`src/rtl/vla_pkg.sv`:
```
package vla_pkg;

    typedef enum logic [3:0] {
        OP_ADD  = 4'd0,
        OP_SUB  = 4'd1,
        OP_ADDS = 4'd2,
        OP_SUBS = 4'd3,
        OP_ADDU = 4'd4,
        OP_SUBU = 4'd5,
        OP_AND  = 4'd6,
        OP_OR   = 4'd7,
        OP_XOR  = 4'd8,
        OP_MULS = 4'd9,
        OP_MULU = 4'd10
    } lane_op_e;

    localparam int NUM_OPS = 11;

    typedef enum logic [1:0] {
        CLAMP_NONE = 2'd0,
        CLAMP_S    = 2'd1,
        CLAMP_U    = 2'd2
    } clamp_e;

endpackage

```
`src/rtl/vla_exec.sv`:
```
module vla_exec
    import vla_pkg::*;
#(
    parameter int          W     = 32,
    parameter int          SHW   = $clog2(2 * W),
    parameter logic [15:0] OP_EN = 16'h07FF,
    localparam int         XW    = 2 * W + 2
) (
    input  logic                 clk,
    input  logic                 rst_n,
    input  logic                 in_valid,
    input  logic [3:0]           op,
    input  logic [W-1:0]         src_a,
    input  logic [W-1:0]         src_b,
    input  logic [SHW-1:0]       shamt,
    input  logic                 pred,
    output logic                 s1_valid,
    output logic                 s1_illegal,
    output logic                 s1_pred,
    output clamp_e               s1_clamp,
    output logic [SHW-1:0]       s1_sh,
    output logic signed [XW-1:0] s1_raw
);

    localparam bit HAS_MUL = OP_EN[OP_MULS] | OP_EN[OP_MULU];

    typedef struct packed {
        logic                 valid;
        logic                 illegal;
        logic                 pred;
        clamp_e               clamp;
        logic [SHW-1:0]       sh;
        logic signed [XW-1:0] raw;
    } s1_t;

    s1_t s1_d, s1_q;

    logic [15:0]          op_legal;
    logic                 is_signed;
    logic signed [W:0]    ea, eb;
    logic signed [XW-1:0] ex, ey, sum_x, dif_x, prod_x;

    for (genvar g = 0; g < 16; g++) begin : g_legal
        if (g < NUM_OPS) begin : g_def
            assign op_legal[g] = OP_EN[g];
        end else begin : g_undef
            assign op_legal[g] = 1'b0;
        end
    end

    always_comb begin
        is_signed = (op == OP_ADDS) || (op == OP_SUBS) || (op == OP_MULS);
        ea        = $signed({is_signed & src_a[W-1], src_a});
        eb        = $signed({is_signed & src_b[W-1], src_b});
        ex        = {{(W+1){ea[W]}}, ea};
        ey        = {{(W+1){eb[W]}}, eb};
        sum_x     = ex + ey;
        dif_x     = ex - ey;
    end

    if (HAS_MUL) begin : g_mul
        assign prod_x = ex * ey;
    end else begin : g_nomul
        assign prod_x = '0;
    end

    always_comb begin
        s1_d = '0;
        if (in_valid) begin
            s1_d.valid = 1'b1;
            s1_d.pred  = pred;
            if (!op_legal[op]) begin
                s1_d.illegal = 1'b1;
            end else begin
                case (op)
                    OP_ADD:  begin s1_d.raw = sum_x; s1_d.clamp = CLAMP_NONE; end
                    OP_SUB:  begin s1_d.raw = dif_x; s1_d.clamp = CLAMP_NONE; end
                    OP_ADDS: begin s1_d.raw = sum_x; s1_d.clamp = CLAMP_S;    end
                    OP_SUBS: begin s1_d.raw = dif_x; s1_d.clamp = CLAMP_S;    end
                    OP_ADDU: begin s1_d.raw = sum_x; s1_d.clamp = CLAMP_U;    end
                    OP_SUBU: begin s1_d.raw = dif_x; s1_d.clamp = CLAMP_U;    end
                    OP_AND:  s1_d.raw = {{(W+2){1'b0}}, src_a & src_b};
                    OP_OR:   s1_d.raw = {{(W+2){1'b0}}, src_a | src_b};
                    OP_XOR:  s1_d.raw = {{(W+2){1'b0}}, src_a ^ src_b};
                    OP_MULS: begin
                        s1_d.raw   = prod_x;
                        s1_d.clamp = CLAMP_S;
                        s1_d.sh    = shamt;
                    end
                    OP_MULU: begin
                        s1_d.raw   = prod_x;
                        s1_d.clamp = CLAMP_U;
                        s1_d.sh    = shamt;
                    end
                    default: s1_d.illegal = 1'b1;
                endcase
            end
        end
    end

    always_ff @(posedge clk or negedge rst_n) begin
        if (!rst_n) s1_q <= '0;
        else        s1_q <= s1_d;
    end

    assign s1_valid   = s1_q.valid;
    assign s1_illegal = s1_q.illegal;
    assign s1_pred    = s1_q.pred;
    assign s1_clamp   = s1_q.clamp;
    assign s1_sh      = s1_q.sh;
    assign s1_raw     = s1_q.raw;

    // a non-multiply opcode never carries a shift into stage two
    assert_sh_cleared_R11: assert property (@(posedge clk) disable iff (!rst_n)
        (in_valid && op != OP_MULS && op != OP_MULU) |=> (s1_q.sh == '0));

endmodule

```
`src/rtl/vla_satshift.sv`:
```
module vla_satshift
    import vla_pkg::*;
#(
    parameter int  W   = 32,
    parameter int  SHW = $clog2(2 * W),
    localparam int XW  = 2 * W + 2
) (
    input  logic                 clk,
    input  logic                 rst_n,
    input  logic                 s1_valid,
    input  logic                 s1_illegal,
    input  logic                 s1_pred,
    input  clamp_e               s1_clamp,
    input  logic [SHW-1:0]       s1_sh,
    input  logic signed [XW-1:0] s1_raw,
    output logic                 out_valid,
    output logic [W-1:0]         out_result,
    output logic                 out_we,
    output logic                 out_illegal
);

    localparam logic signed [XW-1:0] S_MAX = {{(W+3){1'b0}}, {(W-1){1'b1}}};
    localparam logic signed [XW-1:0] S_MIN = {{(W+3){1'b1}}, {(W-1){1'b0}}};
    localparam logic signed [XW-1:0] U_MAX = {{(W+2){1'b0}}, {W{1'b1}}};

    typedef struct packed {
        logic         valid;
        logic         we;
        logic         illegal;
        logic [W-1:0] result;
    } out_t;

    out_t o_d, o_q;
    logic signed [XW-1:0] shifted;

    always_comb begin
        shifted   = s1_raw >>> s1_sh;
        o_d       = '0;
        o_d.valid = s1_valid;
        if (s1_valid && s1_illegal) begin
            o_d.illegal = 1'b1;
        end else if (s1_valid) begin
            o_d.we = s1_pred;
            case (s1_clamp)
                CLAMP_S: begin
                    if (shifted > S_MAX)      o_d.result = S_MAX[W-1:0];
                    else if (shifted < S_MIN) o_d.result = S_MIN[W-1:0];
                    else                      o_d.result = shifted[W-1:0];
                end
                CLAMP_U: begin
                    if (shifted > U_MAX)      o_d.result = U_MAX[W-1:0];
                    else if (shifted < 0)     o_d.result = '0;
                    else                      o_d.result = shifted[W-1:0];
                end
                default: o_d.result = shifted[W-1:0];
            endcase
        end
    end

    always_ff @(posedge clk or negedge rst_n) begin
        if (!rst_n) o_q <= '0;
        else        o_q <= o_d;
    end

    assign out_valid   = o_q.valid;
    assign out_we      = o_q.we;
    assign out_illegal = o_q.illegal;
    assign out_result  = o_q.result;

    // a cleared predicate in stage one blocks the write one edge later
    assert_pred_blocks_R9: assert property (@(posedge clk) disable iff (!rst_n)
        !s1_pred |=> !out_we);

    // an illegal operation leaves a zero result and no write
    assert_illegal_quiet_R10: assert property (@(posedge clk) disable iff (!rst_n)
        (s1_valid && s1_illegal) |=> (out_illegal && !out_we && out_result == '0));

endmodule

```
`src/rtl/vec_lane_alu.sv`:
```
module vec_lane_alu
    import vla_pkg::*;
#(
    parameter int          W     = 32,
    parameter logic [15:0] OP_EN = 16'h07FF,
    localparam int         SHW   = $clog2(2 * W),
    localparam int         XW    = 2 * W + 2
) (
    input  logic           clk,
    input  logic           rst_n,
    input  logic           in_valid,
    input  logic [3:0]     op,
    input  logic [W-1:0]   src_a,
    input  logic [W-1:0]   src_b,
    input  logic [SHW-1:0] shamt,
    input  logic           pred,
    output logic           out_valid,
    output logic [W-1:0]   out_result,
    output logic           out_we,
    output logic           out_illegal
);

    logic                 s1_valid, s1_illegal, s1_pred;
    clamp_e               s1_clamp;
    logic [SHW-1:0]       s1_sh;
    logic signed [XW-1:0] s1_raw;

    vla_exec #(.W(W), .SHW(SHW), .OP_EN(OP_EN)) u_exec (
        .clk        (clk),
        .rst_n      (rst_n),
        .in_valid   (in_valid),
        .op         (op),
        .src_a      (src_a),
        .src_b      (src_b),
        .shamt      (shamt),
        .pred       (pred),
        .s1_valid   (s1_valid),
        .s1_illegal (s1_illegal),
        .s1_pred    (s1_pred),
        .s1_clamp   (s1_clamp),
        .s1_sh      (s1_sh),
        .s1_raw     (s1_raw)
    );

    vla_satshift #(.W(W), .SHW(SHW)) u_sat (
        .clk         (clk),
        .rst_n       (rst_n),
        .s1_valid    (s1_valid),
        .s1_illegal  (s1_illegal),
        .s1_pred     (s1_pred),
        .s1_clamp    (s1_clamp),
        .s1_sh       (s1_sh),
        .s1_raw      (s1_raw),
        .out_valid   (out_valid),
        .out_result  (out_result),
        .out_we      (out_we),
        .out_illegal (out_illegal)
    );

    // valid appears two edges after it is presented
    assert_latency_R2: assert property (@(posedge clk) disable iff (!rst_n)
        in_valid |-> ##2 out_valid);

    // an idle input slot gives an idle output slot
    assert_idle_R2: assert property (@(posedge clk) disable iff (!rst_n)
        !in_valid |-> ##2 !out_valid);

    // unsigned subtract below zero floors at zero
    assert_unsigned_floor_R5: assert property (@(posedge clk) disable iff (!rst_n)
        (in_valid && op == OP_SUBU && OP_EN[OP_SUBU] && src_a < src_b)
            |-> ##2 (out_result == '0));

endmodule

```
`config.mk`:
```
export PLATFORM = sky130hd
export DESIGN_NAME = vec_lane_alu
export DESIGN_NICKNAME = d
export VERILOG_FILES = /design/src/rtl/vla_pkg.sv /design/src/rtl/vla_exec.sv /design/src/rtl/vla_satshift.sv /design/src/rtl/vec_lane_alu.sv
export SDC_FILE = /design/constraint.sdc
export NUM_CORES = 2
export LEC_CHECK = 0
export BUFFER_PORTS_ARGS = -buffer_cell sky130_fd_sc_hd__buf_2
export CORE_MARGIN = 4
export CORE_UTILIZATION = 45
export CTS_CLUSTER_DIAMETER = 200
export CTS_CLUSTER_SIZE = 30
export DETAILED_ROUTE_END_ITERATION = 8
export GPL_TIMING_DRIVEN = 1
export PLACE_DENSITY = 0.64
export SLEW_MARGIN = 20
export SYNTH_ARGS = -nofsm -noshare
export SYNTH_HDL_FRONTEND = slang
export SYNTH_SLANG_ARGS = --single-unit
```
`constraint.sdc`:
```
create_clock -name clk -period 4.4 [get_ports clk]
set_clock_uncertainty 0.05 [all_clocks]
set_input_delay 1.1 -clock clk [delete_from_list [all_inputs] [get_ports clk]]
set_output_delay 1.1 -clock clk [all_outputs]
set_load 0.02 [all_outputs]
```
==> impl_metrics.toml <==
[synthesis]
syn_area_per_cell_um2 = 8.64
yosysSeqAreaShare = 0.0556
synthArstFlopShare = 1.00
synth_most_common_cell = "inv_1"
synth.mux.area_fraction = 0.0493
yosysTopAreaCellShare = 0.455
synth_edf_count = 0
ys_ff_latch = 112
synth.distinct_cells = 85
yosys_warnings = 0
synth_nets = 7376
synth_fa_ha_area_frac = 0.534
synth_top_family_by_area = "adder cells"
synth_cells = 5834
synthFlopType = "dfrtp_1"
synth_xor_area_frac = 0.0168
synth_area_leader_cell = "fa_1"
syn_area_um2 = 50400
synth_top_cells_by_count = "inv_1 (1276), fa_1 (1147), nand2_1 (941)"
synth-simple-area-share = 0.133
synth_compound_area_frac = 0.0867
synth.area.top_cells = "fa_1 (46%), inv_1 (9.5%), ha_1 (7.9%)"

[timing]
slew_headroom = 0.309
worst_pin_slew_ns = 1.02
hold_viol = 0
final_max_slew_viol_count = 0
fin_setup_tns_ns = -200.54
rsz0062_at_grt = "yes"
setup_slack_ns = -4.31
setup_viol = 60
clock.fmax_ghz = 0.115
layout_min_cycle_time_ns = 8.71
post-route-period-util = 1.98

[clock_tree]
clock_path_buffers = 2
hold_buffers = 0
ctsHtreeMaxLevel = 3
clk_latency_ns = 0.37
clockRootBuffer = "clkbuf_16"
path_clk_slew_ns = 0.08
cts_sinks = 112
tritoncts = "built"
tritoncts.num_buffers = 9

[cells_and_area]
finish.net_count = 8238
drive_gt1_frac = 0.277
syn_to_final_growth_pct = 30.2
fin_area_um2 = 65700
fillers = 9609

[global_route]
grt_busiest_layer = "met2"
antenna_found_initial = 3
globalRouteMet3Util = 0.0813
use_met2 = 0.525
grt_usage = 0.335
grt_pass1_wl_mm = 294
grt_pass1_vias = 47380
grt_max_degree = 68
grt.overflow.total = 0
grt_util_met1 = 0.453

[worst_setup_path]
startpoint = "op[1]"
r2r_slack_ns = 0.19
cp_top_family = "adder cells"
worstSetupPathType = "primary input to register"
crit-reg2reg-capture = "u_sat.out_result[21]"
worstSetupPathDepth = 33
endpoint = "u_exec.s1_raw[64]"
reg2reg_from = "u_exec.s1_sh[1]"
path_buf_inv = 13
rr_worst_depth = 12
worstSetupStartpointType = "primary input"
critPathCaptureType = "register"
crit_fanout = 7
cp_data_arrival_time_ns = 8.90
crit_required_ns = 4.60
cp_slowest_cell = "fa_2"
crit_top_cell = "fa_1"
max_stage_delay_ns = 0.57

[floorplanning]
dieWidth_um = 343
rows = 122
start_util = 0.454
die_height_um = 343
die_area_um2 = 117000
core-area_um2 = 111000
io_pins = 113

[status]
failed_checks = "setup timing"
status = "finished with violations"

[drt]
finalWirelength_mm = 194
via_per_inst = 5.46
wire_per_inst_um = 23.7
drtIter0Drc = 3533
num_vias = 44719
firstDrtPassIters = 5
antenna_left = 0
drc = 0

[place]
dp_slack_ns = -5.08
dp_hpwl_mm = 161
portBuffers = 112
placement.cell_area_um2 = 60400
gp_congestion = 0.988

[flow_run]
cap_viol_max_count = 0

[worst_hold_path]
min_path_type = "register to register"
==> stage by stage <==
step	hold slack, ns	util	std cells
CTS	0.391	0.579	8146
global route	0.398	0.592	8189
finish	0.379	0.592	8190
floorplan	0.330	-	5834
detailed placement	0.368	0.544	8025
global placement	0.347	0.544	8025
==> registers in the layout, summed over array words and instances (netlist names), 2 cells and up <==
signal,flops
u_exec.s1_sh,6
u_sat.out_result,32
u_exec.s1_raw,66
u_exec.s1_clamp,2
==> worst register-to-register path: cells and delay by family, from the launching register on <==
family / cells / cell delay, ns
flops: 1 / 0.55
compound gates: 6 / 1.50
mux: 2 / 1.20
buf+inv: 1 / 0.16
simple gates: 3 / 0.62
==> per-layer routing <==
metal,routed length (um),vias up
li1,-,19436
met1,78200,22813
met2,86400,2038
met3,20000,430
met4,9690,2
met5,10,-
==> cell families (layout without fill, tap and decap cells) <==
group           after synthesis  count (layout)
compound gates              692             692
fa+ha+maj                  1464            1464
mux                         164             164
buf+inv                    1649            2516
xor+xnor                     97              97
simple gates               1656            1656
flops                       112             112
other cells                   0               1
==> how the worst min path moves through the flow <==
stage	from	to	slack, ns	depth (start not counted)
2_1_floorplan	u_exec.s1_valid	u_sat.out_valid	0.33	0
3_3_place_gp	u_exec.s1_valid	u_sat.out_valid	0.35	0
3_5_place_dp	u_exec.s1_valid	u_sat.out_valid	0.37	0
4_1_cts	u_exec.s1_valid	u_sat.out_valid	0.39	0
5_1_grt	u_exec.s1_valid	u_sat.out_valid	0.40	0
6_report	u_exec.s1_valid	u_sat.out_valid	0.38	0
==> final cells by class <==
cell class	count	area [um2]	area share
Sequential cell	112	2810	0.0428
Clock buffer	10	229	0.00349
Timing Repair inverter	3	18.8	0.000286
Timing Repair Buffer	1185	11000	0.168
Antenna cell	1	2.50	0.0000381
Tap cell	1488	1860	0.0284
Inverter	1312	5140	0.0783
Multi-Input combinational cell	4073	44500	0.678
Clock inverter	6	75.1	0.00114
==> layout by cell type, fill, tap and decap left out, types with 17 or more instances in the layout <==
cell and n:
buf_4 868, nor2_1 456, o21ai_0 116, inv_1 1197, inv_2 73, xor2_1 19
xnor2_1 44, a31oi_1 21, a211oi_1 21, fa_2 54, and3_1 21, mux2i_1 68
nand3_1 20, nor3_1 24, nand2_1 892, mux4_2 63, buf_8 22, fa_1 1093
buf_2 69, o21bai_1 22, buf_6 98, o21ai_1 37, a21oi_1 145, ha_4 71
nand2b_1 25, a21o_1 51, nand2_2 31, buf_12 109, o211ai_1 17, a21oi_2 47
ha_1 245, dfrtp_1 109, nor2_4 18, mux2_2 29, nor2_2 32, nand2_4 17
==> timing repair <==
action,CTS,global route
setup endpoints to repair,61,87
pin swaps,209,183
gates resized for setup,548,204
setup buffers,104,45
cloned,17,2
Power is left out: the tool's default activity adds up to more than one toggle a clock period on the data nets, which glitch-free logic cannot reach.
